--- config.mk ---
export PLATFORM = sky130hd
export DESIGN_NAME = hbLegConditioner
export DESIGN_NICKNAME = d
export VERILOG_FILES = /design/src/rtl/hbPkg.sv /design/src/rtl/hbGlitchFilter.sv /design/src/rtl/hbDatapath.sv /design/src/rtl/hbControl.sv /design/src/rtl/hbLegConditioner.sv
export SDC_FILE = /design/constraint.sdc
export NUM_CORES = 1
export LEC_CHECK = 0
export BUFFER_PORTS_ARGS = -buffer_cell sky130_fd_sc_hd__buf_4
export CAP_MARGIN = 20
export CORE_MARGIN = 4
export CORE_UTILIZATION = 53
export DETAILED_ROUTE_END_ITERATION = 8
export GPL_TIMING_DRIVEN = 1
export PLACE_DENSITY = 0.73
export SLEW_MARGIN = 5
export SYNTH_ARGS = -nofsm -noshare
export SYNTH_HDL_FRONTEND = slang
export SYNTH_HIERARCHICAL = 1
export SYNTH_SLANG_ARGS = --single-unit
--- constraint.sdc ---
create_clock -name clk -period 2.4 [get_ports clk]
set_input_delay 0.48 -clock clk [delete_from_list [all_inputs] [get_ports clk]]
set_output_delay 0.48 -clock clk [all_outputs]
set_load 0.02 [all_outputs]
--- src/rtl/hbPkg.sv ---
package hbPkg;
  // strobes from control to datapath
  typedef struct packed {
    logic deadRestart;  // a gate just turned off or the leg is halted
    logic deadAdvance;  // both gates off: let the gap timer run
  } hbStrobe_t;
endpackage

--- src/rtl/hbGlitchFilter.sv ---
module hbGlitchFilter #(
  parameter int   FILT_CYC    = 33,
  parameter logic RESET_LEVEL = 1'b1
) (
  input  logic clk,
  input  logic rst,
  input  logic rawIn,
  output logic cleanOut
);
  localparam int FW = $clog2(FILT_CYC + 1);

  logic          sampled;
  logic [FW-1:0] runCnt;

  always_ff @(posedge clk) begin
    if (rst) begin
      sampled  <= RESET_LEVEL;
      runCnt   <= '0;
      cleanOut <= RESET_LEVEL;
    end else begin
      sampled <= rawIn;
      if (sampled == cleanOut) begin
        runCnt <= '0;
      end else if (runCnt == FW'(FILT_CYC - 1)) begin
        cleanOut <= sampled;
        runCnt   <= '0;
      end else begin
        runCnt <= runCnt + 1'b1;
      end
    end
  end

  // the clean level only ever takes the level seen at the input
  assert_filter_follows_R3: assert property (@(posedge clk) disable iff (rst)
    !$stable(cleanOut) |-> cleanOut == $past(sampled));
endmodule

--- src/rtl/hbDatapath.sv ---
module hbDatapath #(
  parameter int FILT_CYC   = 33,
  parameter int DEAD_CYC   = 23,
  parameter int MIN_HI_CYC = 67
) (
  input  logic              clk,
  input  logic              rst,
  input  logic              hiCmdN,
  input  logic              loCmdN,
  input  hbPkg::hbStrobe_t  strobe,
  output logic              hiSeen,
  output logic              hiReady,
  output logic              loReq,
  output logic              deadDone
);
  localparam int QW = $clog2(MIN_HI_CYC + 1);
  localparam int DW = $clog2(DEAD_CYC + 1);

  logic [1:0] rawCmd;
  logic [1:0] cleanCmd;
  logic [QW-1:0] qualCnt;
  logic [DW-1:0] deadCnt;

  assign rawCmd = {loCmdN, hiCmdN};

  for (genvar ch = 0; ch < 2; ch++) begin : gFilt
    hbGlitchFilter #(.FILT_CYC(FILT_CYC), .RESET_LEVEL(1'b1)) i_filt (
      .clk(clk), .rst(rst), .rawIn(rawCmd[ch]), .cleanOut(cleanCmd[ch]));
  end

  // commands are active low
  assign hiSeen = ~cleanCmd[0];
  assign loReq  = ~cleanCmd[1];

  // high-side qualification timer
  always_ff @(posedge clk) begin
    if (rst || !hiSeen) qualCnt <= '0;
    else if (qualCnt != QW'(MIN_HI_CYC - 1)) qualCnt <= qualCnt + 1'b1;
  end
  assign hiReady = hiSeen && (qualCnt == QW'(MIN_HI_CYC - 1));

  // gap timer, starts expired
  always_ff @(posedge clk) begin
    if (rst) deadCnt <= DW'(DEAD_CYC - 1);
    else if (strobe.deadRestart) deadCnt <= '0;
    else if (strobe.deadAdvance && deadCnt != DW'(DEAD_CYC - 1)) deadCnt <= deadCnt + 1'b1;
  end
  assign deadDone = (deadCnt == DW'(DEAD_CYC - 1));

  // a restart always opens a gap
  assert_gap_opens_R5: assert property (@(posedge clk) disable iff (rst)
    (strobe.deadRestart && DEAD_CYC > 1) |=> !deadDone);
endmodule

--- src/rtl/hbControl.sv ---
module hbControl (
  input  logic              clk,
  input  logic              rst,
  input  logic              bridgeOff,
  input  logic              hiSeen,
  input  logic              hiReady,
  input  logic              loReq,
  input  logic              deadDone,
  output hbPkg::hbStrobe_t  strobe,
  output logic              hiGate,
  output logic              loGate
);
  logic wantHi;
  logic wantLo;

  // a request counts only while the other side is silent
  assign wantHi = hiReady && !loReq;
  assign wantLo = loReq && !hiSeen;

  always_ff @(posedge clk) begin
    if (rst || bridgeOff) begin
      hiGate <= 1'b0;
      loGate <= 1'b0;
    end else if (hiGate) begin
      if (!wantHi) hiGate <= 1'b0;
    end else if (loGate) begin
      if (!wantLo) loGate <= 1'b0;
    end else if (deadDone) begin
      if (wantHi)      hiGate <= 1'b1;
      else if (wantLo) loGate <= 1'b1;
    end
  end

  always_comb begin
    strobe.deadRestart = bridgeOff || (hiGate && !wantHi) || (loGate && !wantLo);
    strobe.deadAdvance = !hiGate && !loGate;
  end

  assert_never_both_R6: assert property (@(posedge clk) disable iff (rst)
    !(hiGate && loGate));
  assert_halt_next_R8: assert property (@(posedge clk) disable iff (rst)
    bridgeOff |=> (!hiGate && !loGate));
  assert_rise_after_gap_R5: assert property (@(posedge clk) disable iff (rst)
    ($rose(hiGate) || $rose(loGate)) |-> $past(deadDone));
  assert_hi_qualified_R4: assert property (@(posedge clk) disable iff (rst)
    $rose(hiGate) |-> $past(hiReady));
  assert_conflict_off_R7: assert property (@(posedge clk) disable iff (rst)
    (hiSeen && loReq) |=> (!hiGate && !loGate));
endmodule

--- src/rtl/hbLegConditioner.sv ---
module hbLegConditioner #(
  parameter int FILT_CYC   = 33,
  parameter int DEAD_CYC   = 23,
  parameter int MIN_HI_CYC = 67
) (
  input  logic clk,
  input  logic rst,
  input  logic hiCmdN,
  input  logic loCmdN,
  input  logic bridgeOff,
  output logic hiGate,
  output logic loGate
);
  hbPkg::hbStrobe_t strobe;
  logic hiSeen;
  logic hiReady;
  logic loReq;
  logic deadDone;

  hbDatapath #(.FILT_CYC(FILT_CYC), .DEAD_CYC(DEAD_CYC), .MIN_HI_CYC(MIN_HI_CYC)) i_data (
    .clk(clk), .rst(rst), .hiCmdN(hiCmdN), .loCmdN(loCmdN), .strobe(strobe),
    .hiSeen(hiSeen), .hiReady(hiReady), .loReq(loReq), .deadDone(deadDone));

  hbControl i_ctrl (
    .clk(clk), .rst(rst), .bridgeOff(bridgeOff), .hiSeen(hiSeen), .hiReady(hiReady),
    .loReq(loReq), .deadDone(deadDone), .strobe(strobe), .hiGate(hiGate), .loGate(loGate));
endmodule

==> impl.org, run 1 <==
** Placed design
- Before CTS, the worst setup slack after placement is 0.00305 ns.
- GP Congestion :: 0.787
- Detailed placement finished with a half-perimeter wire length of 1.78 mm.
- PortBufs :: 6

** STA
- Fin worst setup slack :: 0.127 ns
- The clock arrives with 0.00841 ns of skew.
- Min cycle time layout :: 2.27 ns
- Unrepaired setup endpoints after global routing :: no
- The count of final max-slew check failures is 0.
- Dividing the final minimum period by the clock period gives 94.7%.
- Relative max-transition margin :: 66.9%
- Setup violations remaining at the end of the flow were counted as 0.
- For the pin with the worst max-slew slack, the measured transition is 0.495 ns.
- Highest clock frequency the design can meet :: 0.440 GHz
- Endpoints failing hold :: 0
- Tightest hold margin :: 0.340 ns
- For the final routed database, the setup TNS stands at 0 ns.

** Layout
- Count of antenna diodes in the layout :: 0
- For this run, the share of the core covered by cells in the final layout is 64.3%.
- At the end of the flow, the number of nets in the layout was 183.
- Synthesis-to-finish area growth :: 14.1%
- Fraction of final layout cells sized beyond drive strength 1 :: 20.7%

** Yosys
- Most instantiated cells after synthesis :: sky130_fd_sc_hd__dfxtp_1 (30), sky130_fd_sc_hd__inv_1 (18), sky130_fd_sc_hd__nor2_1 (17)
- Synth warn :: 6
- Xor and xnor area share after synthesis :: 7.39%
- FFs w/ async S/R, synth :: 0%
- The cell count after synthesis came out at 156.
- Of the post-synthesis cell area, the part taken by muxes is 1.76%.
- The synthesized netlist devotes 23.2% of its cell area to simple gates.
- The largest total area in the synthesized netlist belongs to sky130_fd_sc_hd__dfxtp_1.
- The number of nets handed over by synthesis was 169.
- Sequential area share after synthesis :: 42.3%
- The netlist uses 35 different library cells.
- Dividing the synthesized area by the synthesized cell count gives 9.11 um2.
- After synthesis, the largest family of logic cells by area is simple AND/OR/NAND/NOR gates.
- Area share of the leading cell type in the synthesized netlist :: 42.3%
- Flip-flop cell with the highest count after synthesis :: sky130_fd_sc_hd__dfxtp_1
- The synthesized design contains 0 enable-type register cells.
- Syn Std Cell Area :: 0.00142 mm2
- Ranking of synthesized cells by area :: sky130_fd_sc_hd__dfxtp_1 (42%), sky130_fd_sc_hd__ha_1 (7.0%), sky130_fd_sc_hd__xor2_1 (5.5%), sky130_fd_sc_hd__inv_1 (4.8%), sky130_fd_sc_hd__nor2_1 (4.5%)
- Summing the areas of all compound-gate instances in the mapped netlist gives 13.1% of the synthesized area.
- The synthesized netlist devotes 7.04% of its cell area to adder and majority cells.
- Synthesized flop and latch total :: 30
- In the post-synthesis netlist, the cell with the most instances is sky130_fd_sc_hd__dfxtp_1.

** Global route
- Global routing consumed, over all layers together, 16.9% of the routing resources.
- Overflow left after global routing :: 0
- Initial antenna violation count :: 0
- Entering global routing, the biggest net connects 14 pins.
- Number of global-route vias before repair :: 1096
- Global-route wire length before repair :: 4.52 mm

** Detailed routing
- Dividing the detail-routed wire length by the instance count gives 12.8 um.
- Vias per Instance :: 5.63
- Final wirelength :: 2.55 mm
- For this block, the initial DRC count from the detailed router was 39.
- Vias after detailed routing :: 1120
- Final ANT Viol Nets :: 0
- Number of remaining DRC errors :: 0
- Iteration count of the initial detailed-routing pass :: 4

** Critical path
- For the worst setup path, the data required time is 2.67 ns.
- STA classifies the critical path startpoint as a flip-flop.
- Sort of element at the end of the critical path :: flip-flop
- In this run the critical register-to-register path is launched from i_data/qualCnt[0].
- The number of cells on the worst reg-to-reg path is 11.
- By startpoint and endpoint, the worst setup path is classified as reg2reg.
- Arr. time, crit path :: 2.55 ns
- In this run the worst path has a maximum fanout of 5.
- The worst register-to-register path has a setup slack of 0.13 ns.
- Reg-to-reg endpoint :: i_data/deadCnt[3]

** Floorplanning
- The die covers 0.00357 mm2.
- IO Pins :: 7
- Initial core utilization :: 56.3%
- The floorplan has 18 rows.
- Core region area :: 0.00252 mm2
- Die boundary width :: 59.8 um
- Floorplan die height :: 59.8 um

** CTS
- CTS Root Cell :: sky130_fd_sc_hd__clkbuf_4
- Clock tree synthesis found a total of 30 sinks.
- Clock-pin slew was measured on the worst setup and hold paths at 0.09 ns.
- TritonCTS created 5 clock buffers.
- Clock Latency Late Sink :: 0.32 ns
- Maximum clock insertion buffer count :: 2
- H-tree levels :: 2
- TritonCTS built the clock tree.
- Hold-fix buffers, CTS :: 0

** Power and ir drop
- In this run the static leakage power is 0.000598 uW.
- The completed layout was analyzed and its total power is 865 uW.
- Power spread over the standard cell area amounts to 534 mW/mm2.
- Worst IR drop on VDD :: 0.000459 V

** Outcome
- The flow ran to the end, and the final reports show no timing, DRC or antenna violations.

** Min path
- End point of the most critical hold path :: i_data/gFilt[1].i_filt/sampled
- The worst hold path begins at loCmdN.
- Hold path cells :: 2
- The path class of the tightest hold or removal check is in2reg.

** Job
- Max-cap violations in this run came to 0.
[cells in the final DEF, fill, tap and decap left out, drive strengths merged]
cell	instances
nand4b	1
and2	1
dfxtp	30
o311ai	2
a21boi	1
nor3	3
nand2b	1
or3	5
clkbuf	6
nor4	2
inv	18
o21ai	6
a211oi	2
mux2	1
or2	3
mux2i	1
o21bai	2
buf	9
xor2	9
nand4	3
a21oi	8
xnor2	3
a21o	2
nand3	8
or4b	1
nor2	17
nor3b	1
nor4b	1
a31o	2
a31oi	1
nand4bb	2
o211ai	2
nand2	7
ha	8
[through the flow]
| stage | instance area, um2 | instances |
|---|---|---|
| after floorplan | 1430 | 156 |
| after global placement | 1520 | 192 |
| after detailed placement | 1520 | 192 |
| after CTS | 1570 | 198 |
| after global routing | 1620 | 199 |
| final | 1620 | 199 |
[repair_timing]
item                                    4_1_cts  5_1_grt
endpoints found under the setup margin        0        2
gates resized for setup                       0        9
setup buffers                                 0        1
[flip-flops by register name, indices dropped and copies added (netlist names)]
| name | cells |
|---|---|
| i_data/deadCnt | 5 |
| i_ctrl/loGate | 1 |
| i_data/gFilt.i_filt/runCnt | 12 |
| i_data/gFilt.i_filt/cleanOut | 2 |
| i_ctrl/hiGate | 1 |
| i_data/qualCnt | 7 |
| i_data/gFilt.i_filt/sampled | 2 |
[cell type report]
class | instances | area (um2)
Clock buffer | 6 | 51.3
Multi-Input combinational cell | 106 | 793
Fill cell | 226 | 901
Tap cell | 30 | 37.5
Sequential cell | 30 | 604
Inverter | 18 | 67.6
Timing Repair Buffer | 9 | 67.6
[metal layers]
layer  routed length (um)  vias to the layer above  share of wire [%]  GRT usage (%)
met5                    0                        -                  0              0
met4                   46                        0                1.8           9.18
met3                  107                        7                4.2           6.91
met2                 1220                       17                 48           26.4
met1                 1180                      531                 46           19.4
li1                     -                      565                  -              -
[critical path, cell delays in order (launching register included)]
cell and delay (ns):
sky130_fd_sc_hd__dfxtp_4 0.37, sky130_fd_sc_hd__inv_2 0.06, sky130_fd_sc_hd__ha_1 0.12, sky130_fd_sc_hd__or4b_4 0.46, sky130_fd_sc_hd__nor3b_4 0.21, sky130_fd_sc_hd__and2_4 0.18, sky130_fd_sc_hd__nand2b_4 0.06, sky130_fd_sc_hd__a211oi_4 0.24
sky130_fd_sc_hd__a31oi_4 0.07, sky130_fd_sc_hd__nor2_2 0.13, sky130_fd_sc_hd__nor4b_4 0.19, sky130_fd_sc_hd__a31o_2 0.13
[report_power, final]
part | leakage (uW) | internal, uW | switching [uW] | total [uW]
Sequential | 0.000245 | 506 | 9.70 | 516
Combinational | 0.000323 | 25.8 | 31.6 | 57.4
Clock | 0.0000302 | 132 | 160 | 292
Total | 0.000598 | 664 | 202 | 865
[how the worst max path moves through the flow]
stage	from	endpoint	slack, ns	cells past startpoint
6_report	i_data/qualCnt[0]	i_data/deadCnt[3]	0.13	11
5_1_grt	i_data/qualCnt[0]	i_data/deadCnt[3]	0.003	11
4_1_cts	i_data/qualCnt[0]	i_data/deadCnt[3]	0.005	11
3_5_place_dp	i_data/qualCnt[0]	i_data/deadCnt[3]	0.003	11
3_3_place_gp	i_data/qualCnt[0]	i_data/deadCnt[3]	0.09	11
2_1_floorplan	i_data/qualCnt[0]	i_data/deadCnt[3]	0.006	11
[cells by family (layout without fill, tap and decap cells)]
kind of cell	count (synthesis)	in the layout
AO/OA/AOI/OAI	28	28
adder cells (fa/ha/maj)	8	8
buffers and inverters	20	33
flip-flops	30	30
XOR/XNOR	12	12
AND/OR/NAND/NOR	56	56
multiplexers	2	2
(Power assumes the default switching activity.)
==> run 2, diff against run 1 <==
Settings changed: CTS_CLUSTER_SIZE set to 20, SETUP_SLACK_MARGIN set to 0.15.
==> impl.org, run 2 (synthesized netlist as in run 1, its figures left out) <==
** STA
- The normalized max-slew margin was 67.6% (+0.70 points).
- The post-route clock skew came to 0.00427 ns (-0.00414 ns).
- Min cycle time layout :: 2.24 ns (-0.0287 ns)
- Endpoints failing hold :: 0 (unchanged)
- The transition time of the tightest slew-check pin came to 0.484 ns (-0.0105 ns).
- Setup TNS :: 0 ns (unchanged)
- Setup repair after global routing could not meet its margin everywhere.
- Tightest hold margin :: 0.344 ns (+0.00409 ns)
- Final number of setup-violating endpoints :: 0 (unchanged)
- Highest clock frequency the design can meet :: 0.445 GHz (+1.3%)
- The period utilization was 93.5% (-1.2 points).
- The count of final max-slew check failures came to 0 (unchanged).

** Global route
- Number of global-route vias before repair :: 1035 (-5.6%)
- The number of antenna violations at the first check in global routing was 0 (unchanged).
- Overflow left after global routing :: 0 (unchanged)
- GR Util All Layers :: 15.5% (-1.4 points)
- Pin count of the biggest net entering global routing :: 14 (unchanged)
- Global-route wire length before repair :: 4.22 mm (-6.7%)

** Detailed routing
- The via count of the routed design is 1104 (-1.4%).
- Vias per Instance :: 5.44 (-3.4%)
- Final wirelength :: 2.51 mm (-1.5%)
- Number of remaining DRC errors :: 0 (unchanged)
- The total iterations of the first detailed-routing run was 4 (unchanged).
- The violation count after the first detailed-routing iteration came to 21 (-46%).
- The wire length per cell was 12.4 um (-3.5%).
- The remaining antenna violation count is 0 (unchanged).

** CTS
- The total clock buffers created by CTS came to 5 (unchanged).
- The CTS sink count is 30 (unchanged).
- Clock-pin slew of the registers on the worst-case setup and hold paths :: 0.09 ns (about the same)
- Clock Latency Late Sink :: 0.32 ns (about the same)
- TritonCTS built the clock tree.
- Maximum clock insertion buffer count :: 2 (unchanged)
- In this run the clock root is driven by a sky130_fd_sc_hd__clkbuf_4.
- The H-tree depth reported by CTS was 2 (unchanged).

** Layout
- The non-filler instance count after layout was 203 (+2.0%).
- Synthesis-to-finish area growth :: 17.8%
- The fraction of final layout cells with drive strength greater than 1 was 23.7% (+3.0 points).
- Utilization after layout :: 66.4% (+2.1 points)
- Count of antenna diodes in the layout :: 0 (unchanged)
- Filler cell count in the final layout :: 217 (-4.0%)
- The top cell types in the final layout, fill and taps aside, are sky130_fd_sc_hd__dfxtp_1 (28), sky130_fd_sc_hd__inv_1 (17), sky130_fd_sc_hd__nor2_1 (16).
- Leading cell type in the layout, fill and taps excluded :: sky130_fd_sc_hd__dfxtp_1
- In the final layout, the registers with the most flip-flops are i_data/gFilt.i_filt/runCnt (12), i_data/qualCnt (7), i_data/deadCnt (5).
- The area of the multi-input gates came to 802 um2 (+1.1%).
- The number of nets in the final layout was 185 (+1.1%).
- Largest register FFs :: 12 (unchanged)
- Register with the most flip-flops :: i_data/gFilt.i_filt/runCnt
- Final std cell area, no fill :: 0.00167 mm2 (+3.2%)
- Sequential cell area in the final layout :: 606 um2 (+0.21%)

** Power and ir drop
- The power density relative to cell area was 562 mW/mm2 (+5.2%).
- Worst IR drop on VDD :: 0.000414 V (-9.8%)
- Sequential Power Share :: 54.8% (-4.8 points)
- Cell-internal power :: 735 uW (+11%)
- Combinational power share :: 6.5% (about the same)
- The net switching power was 206 uW (+2.0%).
- The fraction of power spent switching nets came to 21.9% (-1.4 points).
- The clock network fraction of design power is 38.8% (+5.0 points).
- The reported leakage power is 0.000623 uW (+4.3%).

** Min path
- The count of cells along the worst hold path was 2 (unchanged).
- The worst hold path begins at loCmdN.
- End point of the most critical hold path :: i_data/gFilt[1].i_filt/sampled
- Path type of the worst min-delay path :: in2reg

** Critical path
- Reg-to-reg endpoint :: i_data/deadCnt[3]
- Worst-path fanout max :: 5 (unchanged)
- Critical Path Source Type :: flip-flop
- Sort of element at the end of the critical path :: flip-flop
- Arr. time, crit path :: 2.51 ns (-0.04 ns)
- Worst path cell trace :: inv_2 -> ha_1 -> or4b_4 -> nor3b_4 -> and2_4 -> nand2b_4 -> a211oi_4 -> a31oi_4 -> nor2_4 -> nor4b_4 -> a31o_2
- Worst setup path class :: reg2reg
- The required time of the critical path came to 2.67 ns (about the same).
- R2R Path Start :: i_data/qualCnt[0]
- Crit-path slowest cell :: sky130_fd_sc_hd__or4b_4
- The setup slack of the most critical reg-to-reg path was 0.16 ns (+0.03 ns).
- The peak per-stage delay on the critical path is 0.46 ns (about the same).
- Depth of the worst register-to-register path :: 11 (unchanged)

** Floorplanning
- The floorplan core area was 0.00252 mm2 (unchanged).
- The x dimension of the die came to 59.8 um (unchanged).
- Floorplan die height :: 59.8 um (unchanged)
- IO Pins :: 7 (unchanged)
- Die footprint :: 0.00357 mm2 (unchanged)
- The row count is 18 (unchanged).
- The effective utilization at floorplan is 56.3% (unchanged).

** Placed design
- Total cell area at the placement stage :: 0.00153 mm2 (+0.41%)
- The detailed-placement wirelength estimate is 1.74 mm (-2.4%).
- The placed instance count is 191 (-0.52%).
- PortBufs :: 6 (unchanged)
- The final weighted congestion in routability-driven placement was 0.837 (+6.3%).

** Outcome
- Status :: finished, final reports clean

** Job
- Number of max-capacitance violations reported :: 0 (unchanged)
-- run 2: worst max path at each step --
stage	to	slack [ns]	cells past startpoint	from
6_report	i_data/deadCnt[3]	0.16	11	i_data/qualCnt[0]
5_1_grt	i_data/deadCnt[3]	0.02	11	i_data/qualCnt[0]
4_1_cts	i_data/deadCnt[3]	0.15	11	i_data/qualCnt[0]
3_5_place_dp	i_data/deadCnt[3]	0.10	11	i_data/qualCnt[0]
3_3_place_gp	i_data/deadCnt[3]	0.19	11	i_data/qualCnt[0]
2_1_floorplan	i_data/deadCnt[3]	0.09	11	i_data/qualCnt[0]
-- run 2: area by class of cell --
class	instances	area share, %
Sequential cell	30	36.2
Inverter	18	4.04
Tap cell	30	2.24
Clock buffer	8	4.71
Multi-Input combinational cell	106	47.9
Timing Repair Buffer	11	4.93
-- run 2: power groups by stage --
stage / sequential (uW) / clock, uW / combinational, uW
global route: 517 / 402 / 67.6
CTS: 516 / 376 / 53.2
finish: 515 / 364 / 60.7
global placement: 527 / 0 / 49.7
floorplan: 526 / 0 / 36.6
detailed placement: 528 / 0 / 51.5
-- run 2: per-stage QoR --
stage,power (uW),setup WS (ns)
after floorplan,562,0.0920
after global placement,577,0.194
after detailed placement,579,0.105
after CTS,946,0.151
after global routing,987,0.0168
final,940,0.155
-- run 2: repair_timing --
action / 4_1_cts / 5_1_grt
hold buffers: 0 / 0
resized for setup: 1 / 7
endpoints found under the setup margin: 1 / 3
setup buffers: 1 / 3
pin swaps: 2 / 3
-- run 2: critical path, delay by kind of cell (launching register included) --
family,cells,cell delay [ns]
AO/OA/AOI/OAI,3,0.44
adder cells (fa/ha/maj),1,0.12
flip-flops,1,0.37
AND/OR/NAND/NOR,6,1.19
buffers and inverters,1,0.06
-- run 2: layer usage --
metal | track usage (%) | wire length (um) | up-vias
li1 | - | - | 566
met1 | 17.4 | 1150 | 519
met2 | 26.9 | 1230 | 17
met3 | 5.40 | 108 | 2
met4 | 5.70 | 19 | 0
met5 | 0 | 0 | -
==> run 3, diff against run 2 <==
Settings changed: PLACE_DENSITY 0.73 to 0.78.
==> impl.org, run 3 (synthesized netlist as in run 1, its figures left out) <==
** Layout
- Biggest regs :: i_data/gFilt.i_filt/runCnt (12), i_data/qualCnt (7), i_data/deadCnt (5)
- Fraction of final layout cells sized beyond drive strength 1 :: 23.7% (unchanged)
- The final antenna diode count is 0 (unchanged).
- Register with the most flip-flops :: i_data/gFilt.i_filt/runCnt
- The flip-flop count of the largest register, all copies and words added came to 12 (unchanged).
- Count of nets after finishing :: 187 (+1.1%)
- The library cell used most frequently in the layout, excluding fill and tap cells, is sky130_fd_sc_hd__dfxtp_1.
- Relative to the synthesized area, the layout overhead comes to 17.0%.
- In the layout the commonest cells are sky130_fd_sc_hd__dfxtp_1 (28), sky130_fd_sc_hd__inv_1 (17), sky130_fd_sc_hd__nor2_1 (16).

** Critical path
- R2R Path Start :: i_data/qualCnt[0]
- Cell class contributing the biggest share of worst-path delay :: simple AND/OR/NAND/NOR gates
- Worst setup path class :: reg2reg
- Reg-to-reg endpoint :: i_data/deadCnt[1]
- Worst-path fanout max :: 3 (-2)
- Sort of element at the end of the critical path :: flip-flop
- The data arrival time of the critical path was 2.53 ns (+0.02 ns).
- Buffers plus inverters on the worst setup path :: 2 (+1)
- Depth of the worst register-to-register path :: 11 (unchanged)
- The peak per-stage delay on the critical path is 0.46 ns (about the same).
- The largest individual stage delay along the critical path comes from the cell sky130_fd_sc_hd__or4b_4.
- Critical Path Source Type :: flip-flop
- Walking the worst path, the cells encountered are inv_4 -> ha_4 -> or4b_4 -> nor3b_4 -> and2_4 -> nand2b_4 -> a211oi_2 -> a31oi_2 -> buf_4 -> a31o_4 -> o21bai_1.
- Data required, critical path :: 2.66 ns (about the same)
- Setup slack, reg-to-reg :: 0.13 ns (-0.02 ns)

** Min path
- Beginning of the worst hold path :: hiCmdN
- The count of cells along the worst hold path is 2 (unchanged).
- Path type of the worst min-delay path :: in2reg
- End point of the most critical hold path :: i_data/gFilt[0].i_filt/sampled

** Floorplanning
- Total number of placement rows :: 18 (unchanged)
- The floorplan core area was 0.00252 mm2 (unchanged).
- Floorplan die height :: 59.8 um (unchanged)
- Initial core utilization :: 56.3% (unchanged)
- The boundary pin count is 7 (unchanged).
- The x dimension of the die came to 59.8 um (unchanged).
- The area of the die is 0.00357 mm2 (unchanged).

** STA
- Transition time at the pin with the least slew margin :: 0.551 ns (+0.0670 ns)
- The time the worst path needs with I/O delays and setup was 2.27 ns (+0.0236 ns).
- Relative max-transition margin :: 63.1% (-4.5 points)
- Pins Over Slew Limit :: 0 (unchanged)
- Fin worst setup slack :: 0.132 ns (-0.0236 ns)
- The fmax is 0.441 GHz (-1.0%).
- Setup TNS :: 0 ns (unchanged)
- Clk_skew :: 0.00295 ns (-0.00133 ns)
- The number of setup violations in the final report is 0 (unchanged).
- The final-report hold violation count is 0 (unchanged).
- Unrepaired setup endpoints after global routing :: yes
- Post-route clock period utilization :: 94.5% (+0.98 points)

** CTS
- TritonCTS built the clock tree.
- Maximum clock insertion buffer count :: 2 (unchanged)
- Clock Latency Late Sink :: 0.32 ns (about the same)
- The total clock buffers created by CTS was 5 (unchanged).
- CTS placed an instance of sky130_fd_sc_hd__clkbuf_4 at the clock tree root.
- The CTS sink count is 30 (unchanged).
- The H-tree depth reported by CTS was 2 (unchanged).
- Clock-pin slew of the registers on the worst-case setup and hold paths :: 0.08 ns (about the same)

** Placed design
- The quantity of I/O buffers inserted on ports is 6 (unchanged).
- Post-detailed-placement half-perimeter wirelength :: 1.83 mm (+5.1%)
- The final weighted congestion in routability-driven placement was 0.806 (-3.6%).
- Worst slack, placed :: 0.123 ns (+0.0185 ns)

** Global route
- Overflow left after global routing :: 0 (unchanged)
- The pin count of the biggest net entering global routing was 14 (unchanged).
- Number of global-route vias before repair :: 1079 (+4.3%)
- The overall fraction of global-route tracks in use is 17.1% (+1.6 points).
- The number of antenna violations at the first check in global routing is 0 (unchanged).
- The global-route wire length before repair is 4.56 mm (+8.2%).

** Detailed routing
- Final wirelength :: 2.76 mm (+10%)
- The via count of the routed design came to 1147 (+3.9%).
- Vias per Instance :: 5.65 (+3.9%)
- Routed wire length per instance :: 13.6 um (+10%)
- The total iterations of the first detailed-routing run was 4 (unchanged).
- First-iteration detailed-routing DRC count :: 44 (+110%)
- Final ANT Viol Nets :: 0 (unchanged)
- Number of remaining DRC errors :: 0 (unchanged)

** Power and ir drop
- The maximum resistive drop on vdd was 0.000413 V (-0.11%).
- Total power after layout :: 866 uW (-7.9%)
- Power Density :: 521 mW/mm2 (-7.3%)
- Leakage power total :: 0.000619 uW (-0.72%)

** Job
- Number of max-capacitance violations reported :: 0 (unchanged)

** Outcome
- The flow ran to the end, and the final reports show no timing, DRC or antenna violations.
run 3: what timing repair did:
action                     4_1_cts  5_1_grt
hold buffers                     0        0
pin swaps                        4        5
buffers inserted                 4        2
gates resized for setup          1        7
hold endpoints to repair         0        0
setup endpoints to repair        1        3
run 3: routing by layer:
layer / GRT usage, % / share of wire, % / vias to the layer above
li1: - / - / 575
met1: 20.5 / 44 / 544
met2: 27.5 / 50 / 20
met3: 6.70 / 4.3 / 8
met4: 6.65 / 1.6 / 0
met5: 0 / 0 / -
run 3: cell type report:
class | count | area [um2]
fillers | 204 | 860
multi-input cells | 106 | 798
flip-flops and latches | 30 | 608
repair buffers | 13 | 97.6
inverters | 18 | 70.1
clock buffers | 6 | 51.3
well taps | 30 | 37.5
run 3: how the worst max path moves through the flow:
stage / depth (start not counted) / slack (ns) / endpoint / from
detailed placement: 11 / 0.12 / i_data/deadCnt[3] / i_data/qualCnt[0]
CTS: 11 / 0.14 / i_data/deadCnt[3] / i_data/qualCnt[0]
global route: 11 / 0.03 / i_data/deadCnt[3] / i_data/qualCnt[0]
global placement: 11 / 0.20 / i_data/deadCnt[3] / i_data/qualCnt[0]
floorplan: 11 / 0.09 / i_data/deadCnt[3] / i_data/qualCnt[0]
finish: 11 / 0.13 / i_data/deadCnt[1] / i_data/qualCnt[0]
run 3: where the power goes:
part,internal [uW],switching (uW)
sequential,505,9.57
combinational,29.0,33.8
clock,132,157
run 3: stage by stage:
| step | area (um2) | util, % | hold WS [ns] | instances |
|---|---|---|---|---|
| final | 1660 | 65.9 | 0.336 | 203 |
| after global routing | 1660 | 65.9 | 0.322 | 203 |
| after CTS | 1610 | 63.8 | 0.324 | 201 |
| after detailed placement | 1530 | 60.5 | 0.461 | 191 |
| after global placement | 1530 | 60.5 | 0.452 | 191 |
| after floorplan | 1440 | - | 0.440 | 156 |
